--- src/rtl/tripwm_pkg.sv ---
package tripwm_pkg;
  localparam int INSTR_W  = 32;
  localparam int OPC_LSB  = 0;
  localparam int OPC_W    = 5;
  localparam logic [OPC_W-1:0] OPC_PWM = 5'b11010;
  localparam int DUTY_LSB = 5;
  localparam int RES_W    = 28;
  localparam int BIT_HI   = 27;
  localparam int BIT_LO   = 26;
  typedef enum logic {DIR_UP = 1'b0, DIR_DOWN = 1'b1} dir_e;
endpackage

--- src/rtl/tripwm_carrier.sv ---
module tripwm_carrier #(
  parameter int W = 8
) (
  input  logic         clk,
  input  logic         rst,
  output logic [W-1:0] car_o,
  output logic         at_zero_o
);
  import tripwm_pkg::*;
  localparam logic [W-1:0] TOP  = {W{1'b1}};
  localparam logic [W-1:0] NEAR = TOP - 1'b1;
  localparam logic [W-1:0] ONE  = {{(W-1){1'b0}}, 1'b1};

  logic [W-1:0] cnt_q;
  dir_e         dir_q;

  always_ff @(posedge clk) begin
    if (rst) begin
      cnt_q <= '0;
      dir_q <= DIR_UP;
    end else if (dir_q == DIR_UP) begin
      cnt_q <= cnt_q + ONE;
      if (cnt_q == NEAR) dir_q <= DIR_DOWN;
    end else begin
      cnt_q <= cnt_q - ONE;
      if (cnt_q == ONE) dir_q <= DIR_UP;
    end
  end

  assign car_o     = cnt_q;
  assign at_zero_o = (cnt_q == '0);
endmodule

--- src/rtl/tripwm_duty.sv ---
module tripwm_duty #(
  parameter int W = 8
) (
  input  logic                          clk,
  input  logic                          rst,
  input  logic                          in_valid,
  input  logic [tripwm_pkg::INSTR_W-1:0] in_data,
  input  logic                          apply_now,
  output logic [W-1:0]                  duty_o
);
  import tripwm_pkg::*;

  logic [W-1:0] pend_q, act_q, pend_nx;
  logic         hit;

  always_comb begin
    hit     = in_valid && (in_data[OPC_LSB +: OPC_W] == OPC_PWM);
    pend_nx = hit ? in_data[DUTY_LSB +: W] : pend_q;
  end

  always_ff @(posedge clk) begin
    if (rst) begin
      pend_q <= '0;
      act_q  <= '0;
    end else begin
      pend_q <= pend_nx;
      if (apply_now) act_q <= pend_nx;
    end
  end

  assign duty_o = act_q;
endmodule

--- src/rtl/tripwm_cmp.sv ---
module tripwm_cmp #(
  parameter int W    = 8,
  parameter int OUTS = 2
) (
  input  logic [W-1:0]    duty,
  input  logic [W-1:0]    car,
  output logic [OUTS-1:0] pulse_o
);
  logic above;
  assign above = duty > car;

  for (genvar k = 0; k < OUTS; k++) begin : g_out
    if (k % 2 == 0) begin : g_true
      assign pulse_o[k] = above;
    end else begin : g_inv
      assign pulse_o[k] = ~above;
    end
  end
endmodule

--- src/rtl/tripwm_top.sv ---
module tripwm_top #(
  parameter int W = 8
) (
  input  logic                          clk,
  input  logic                          rst,
  input  logic                          instr_valid,
  output logic                          instr_ready,
  input  logic [tripwm_pkg::INSTR_W-1:0] instr_data,
  output logic [W-1:0]                  carrier_o,
  output logic [tripwm_pkg::RES_W-1:0]  result_o
);
  import tripwm_pkg::*;

  logic [W-1:0] car, duty_act;
  logic         zero;
  logic [1:0]   pulse;

  tripwm_carrier #(.W(W)) car_i (
    .clk(clk), .rst(rst), .car_o(car), .at_zero_o(zero)
  );

  tripwm_duty #(.W(W)) duty_i (
    .clk(clk), .rst(rst), .in_valid(instr_valid), .in_data(instr_data),
    .apply_now(zero), .duty_o(duty_act)
  );

  tripwm_cmp #(.W(W), .OUTS(2)) cmp_i (
    .duty(duty_act), .car(car), .pulse_o(pulse)
  );

  always_comb begin
    result_o         = '0;
    result_o[BIT_HI] = pulse[0];
    result_o[BIT_LO] = pulse[1];
  end

  assign instr_ready = 1'b1;
  assign carrier_o   = car;
endmodule

--- config.mk ---
export PLATFORM = sky130hd
export DESIGN_NAME = tripwm_top
export DESIGN_NICKNAME = d
export VERILOG_FILES = /design/src/rtl/tripwm_pkg.sv /design/src/rtl/tripwm_carrier.sv /design/src/rtl/tripwm_duty.sv /design/src/rtl/tripwm_cmp.sv /design/src/rtl/tripwm_top.sv
export SDC_FILE = /design/constraint.sdc
export NUM_CORES = 1
export LEC_CHECK = 0
export BUFFER_PORTS_ARGS = -buffer_cell sky130_fd_sc_hd__buf_2
export CAP_MARGIN = 25
export CORE_ASPECT_RATIO = 0.75
export CORE_MARGIN = 3
export CORE_UTILIZATION = 45
export DETAILED_ROUTE_END_ITERATION = 12
export GPL_TIMING_DRIVEN = 0
export PLACE_DENSITY = 0.84
export SETUP_SLACK_MARGIN = 0.15
export SLEW_MARGIN = 20
export SYNTH_ARGS = -nofsm -noshare
export SYNTH_HDL_FRONTEND = slang
export SYNTH_SLANG_ARGS = --single-unit
--- constraint.sdc ---
create_clock -name clk -period 2.4 [get_ports clk]
set_input_delay 0.24 -clock clk [delete_from_list [all_inputs] [get_ports clk]]
set_output_delay 0.24 -clock clk [all_outputs]
set_load 0.03 [all_outputs]
# == After elaboration in Yosys (flattened, before gate mapping) ==
# Cells that the tools add are included.
# word_totals
ff_bits,25
in_bits,35
output_inout_bits,37
word_cells,18
# classes
add_sub_neg,2
n_lt_le_gt_ge,1
eq_ne,3
n_mux,5
n_bitwise,1
n_reduce_logical,2
# ops
cell,n
$mux W8,2
$add A8 B1 Y8 const B,1
$eq A8 B1 Y1 const B,1
$eq A8 B8 Y1 const B,1
$gt A8 B8 Y1,1
$logic_not A8 Y1,1
$sub A8 B1 Y8 const B,1
$eq A5 B5 Y1 const B,1
$mux W1,3
$logic_and A1 B1 Y1,1
$not A1 Y1,1

# == Longest topological paths before layout ==
# depth
word_depth,3
depth_mapped,7

# == Hierarchy ==
# From an unflattened synthesis, not the netlist that was laid out.
# unflattened
hier_cells,184
area_unflattened_um2,1595.3
# by_module_without_submodules
module,instances,cells_per_inst,area_per_inst_um2,seq_area_each_um2
tripwm_duty,1,65,628.1,320.3
tripwm_carrier,1,60,536.8,180.2
tripwm_cmp,1,30,220.2,0.0
tripwm_top,1,29,210.2,0.0

# == Worst setup path before layout ==
# No wires, ideal clock.
# synth_path
path_type,register to output
from,"reg car_i.cnt_q[1], in the netlist car_i.car_o[1]"
to,out result_o[26] (netlist name)
arrival_time_ns,1.839
required_time_ns,2.160
path_slack_ns,0.321
path_stages_with_launch,7
path_cell_list,dfxtp_1 -> inv_1 -> ha_1 -> nor2b_1 -> o211ai_1 -> a21oi_1 -> o21ai_1
# synth_via
elab_chain_len,2
# synth_rtl
element,line_no,text
start: declaration,tripwm_carrier.sv:14,logic [W-1:0] cnt_q;
start signal: assignment,tripwm_carrier.sv:22,cnt_q <= cnt_q + ONE;
start signal: assignment,tripwm_carrier.sv:25,cnt_q <= cnt_q - ONE;
$gt A8 B8 Y1,tripwm_cmp.sv:10,assign above = duty > car;
$not A1 Y1,tripwm_cmp.sv:16,assign pulse_o[k] = ~above;
end: declaration,tripwm_top.sv:10,output logic [tripwm_pkg::RES_W-1:0] result_o
# No other way between the ends.

# == Worst setup path after layout ==
# layout_path
from,"reg car_i.cnt_q[3], in the netlist car_i.car_o[3]"
to,out result_o[27] (netlist name)
# layout_via
elab_chain_len,1
# layout_rtl
element,line_no
$gt A8 B8 Y1,tripwm_cmp.sv:10
# No other way between the ends.

==> results.txt <==
Min-delay worst type -> input pin to flip-flop
Lkg Pwr -> 0.000863 uW
Die width -> 73.3 um
Vias in the first global route -> 1063
Initial core utilization -> 0.495
First-pass GRT wire length -> 4710 um
# diodes -> 0
Sequential cell area -> 507 um2
Pre-Repair DR Iteration Count -> 4
Crit path launch type -> flip-flop
Antenna violations before repair -> 0
WL/cell -> 11.1 um
Clk_lat worst skew -> 0.27 ns
Largest net degree at the start of global routing -> 14
Num CTS Buffers -> 3
Overall power -> 1050 uW
Initial drt markers -> 41
Crit path max fanout -> 9
Setup Viol. Count Final -> 0
CORE AREA -> 3080 um2
Synth cell types -> 37
Post-synthesis sequential area ratio -> 0.328
WP data arrival -> 1.92 ns
Post-Synthesis Cells -> 167
VDD IR max -> 0.289 mV
Final hold vios -> 0
Most common cell in the synthesized netlist -> buf_4
Area occupied by multi-input gates -> 840 um2
Gp weighted congestion -> 0.820
Dominant synthesized flop cell -> dfxtp_1
Yosys top cell area share -> 0.328
Fin Setup TNS -> 0 ns
Worst Setup End Kind -> output pin
Max Cap Violations -> 0
Placed Area -> 1790 um2
WS Path Type -> flip-flop to output pin
Post-CTS setup buffers -> 0
Syn Area/Cell -> 9.14 um2
Worst-Margin Slew -> 0.583 ns
Fill count -> 281
Post-route ant nets -> 0
Final worst-path setup slack -> 0.244 ns
Min Tclk post-route -> 2.16 ns
Root buffer cell -> clkbuf_8
Post-Syn Area -> 1530 um2
Pwr/cell area -> 567 nW/um2
Design Area, Final -> 1850 um2
Drt total wl -> 2870 um
Dominant cells by area after synthesis -> dfxtp_1, buf_4, ha_1
Seq cells post-synth -> 25
Detailed placer's ending HPWL -> 2240 um
Synth warn -> 0
Core Util, Final -> 0.599
Maximum clock frequency -> 0.464 GHz
CTS Buffer Depth -> 2
Number of synthesized flops with an enable pin -> 0
CTS tree -> built
Total grt overflow -> 0
Layout Nets -> 269
FP Rows -> 17
Vias -> 1168
Reg clk slew, reported paths -> 0.08 ns
PortBufs -> 24
Final worst-path cycle share -> 0.898
Synth cell count leaders -> buf_4, dfxtp_1, nor2_1
Largest area contributor in the netlist -> dfxtp_1
RSZ-0062 raised after global routing -> no
Die area -> 4130 um2
Crit path cell chain -> inv_1 -> ha_1 -> a21oi_1 -> a21oi_2 -> o21a_1 -> buf_4 -> buf_2
CTS sink cnt -> 25
Req. time, crit path -> 2.16 ns
Relative slew slack -> 0.612
Drt drc -> 0
Clk_skew -> 0.00258 ns
Slowest stage delay, CP -> 0.48 ns
Post-synthesis async set-or-reset flop share -> 0
Critical path's slowest cell -> dfxtp_1
Proportion of layout cells with a drive suffix above 1 -> 0.318
Total track usage -> 0.145
Pins Over Slew Limit -> 0
Area delta synth->final -> 21.1%
Vias per inst -> 4.53
I/O pin count -> 72
Die height -> 56.4 um
H-tree Lvls -> 1
Status -> finished clean
Pre-CTS setup slack -> 0.436 ns
sequential cells by signal, summed over array words and instances, names as in the netlist:
register,cells
car_i.car_o,8
duty_i.duty_o,8
duty_i.pend_q,8
car_i.dir_q,1
final cells by class:
| cell class | count | area share |
|---|---|---|
| multi-input cells | 122 | 0.454 |
| flip-flops and latches | 25 | 0.274 |
| clock buffers | 4 | 0.0244 |
| well taps | 38 | 0.0257 |
| inverters | 10 | 0.0203 |
| plain buffers | 35 | 0.136 |
| repair buffers | 24 | 0.0650 |
placed cells by master (no fill, tap or decap), types with 2 or more instances in the layout:
master and n:
a21oi_1 2, xnor2_1 6, ha_1 13, dfxtp_1 22
inv_1 8, buf_6 2, nor3b_1 2, nor4bb_1 2
dfxtp_2 2, nand4_1 3, o22ai_1 3, a211oi_1 6
buf_4 28, mux2i_1 9, conb_1 27, a211oi_2 3
buf_2 24, o21ai_1 2, nor2_1 21, nor2_2 2
or2_1 2, nand2_1 3, inv_2 2, clkbuf_1 6
clkbuf_8 3
worst max-delay path, delay by kind of cell (launching register included):
family | cells | cell delay [ns]
AO/OA/AOI/OAI | 3 | 0.45
adder cells (fa/ha/maj) | 1 | 0.34
flip-flops | 1 | 0.48
buffers and inverters | 3 | 0.37
cells by family (layout without fill, tap and decap cells):
| logic type | after synthesis | count (layout) | share of synthesized area |
|---|---|---|---|
| multiplexers | 9 | 9 | 0.0590 |
| buffers and inverters | 45 | 73 | 0.189 |
| adder cells (fa/ha/maj) | 13 | 13 | 0.107 |
| other | 2 | 27 | 0.00492 |
| XOR/XNOR | 6 | 6 | 0.0344 |
| flip-flops | 25 | 25 | 0.328 |
| AND/OR/NAND/NOR | 45 | 45 | 0.175 |
| AO/OA/AOI/OAI | 22 | 22 | 0.103 |
metrics by stage:
stage | hold slack, ns | instances
after CTS | 0.236 | 258
after global routing | 0.252 | 258
after detailed placement | 0.486 | 254
final | 0.234 | 258
after floorplan | 0.407 | 192
after global placement | 0.477 | 254
where the power goes:
group | internal [uW] | switching (uW) | total (uW)
logic | 138 | 207 | 346
registers | 436 | 18.9 | 455
clock network | 119 | 128 | 247
total | 693 | 354 | 1050
worst paths after layout:
check	depth (start not counted)	slack (ns)	endpoint	start
max	7	0.24	result_o[27]	car_i.car_o[3]$_SDFF_PP0_
min	3	0.23	duty_i.pend_q[6]$_SDFF_PP0_	instr_data[11]
max reg2reg	6	0.44	duty_i.duty_o[2]$_SDFFE_PP0N_	car_i.car_o[4]$_SDFF_PP0_
min reg2reg	2	0.50	duty_i.pend_q[6]$_SDFF_PP0_	duty_i.pend_q[6]$_SDFF_PP0_
routing by layer:
metal	global-route usage	wire [um]	vias to the layer above
li1	-	-	624
met1	0.186	1340	521
met2	0.234	1380	21
met3	0.0429	142	2
met4	0.0395	14	0
met5	0	0	-
repair_timing:
item	4_1_cts	5_1_grt
hold buffers	0	0
endpoints found under the setup margin	1	2
gates resized for setup	1	6
pin swaps	0	1
(Power assumes the default switching activity.)
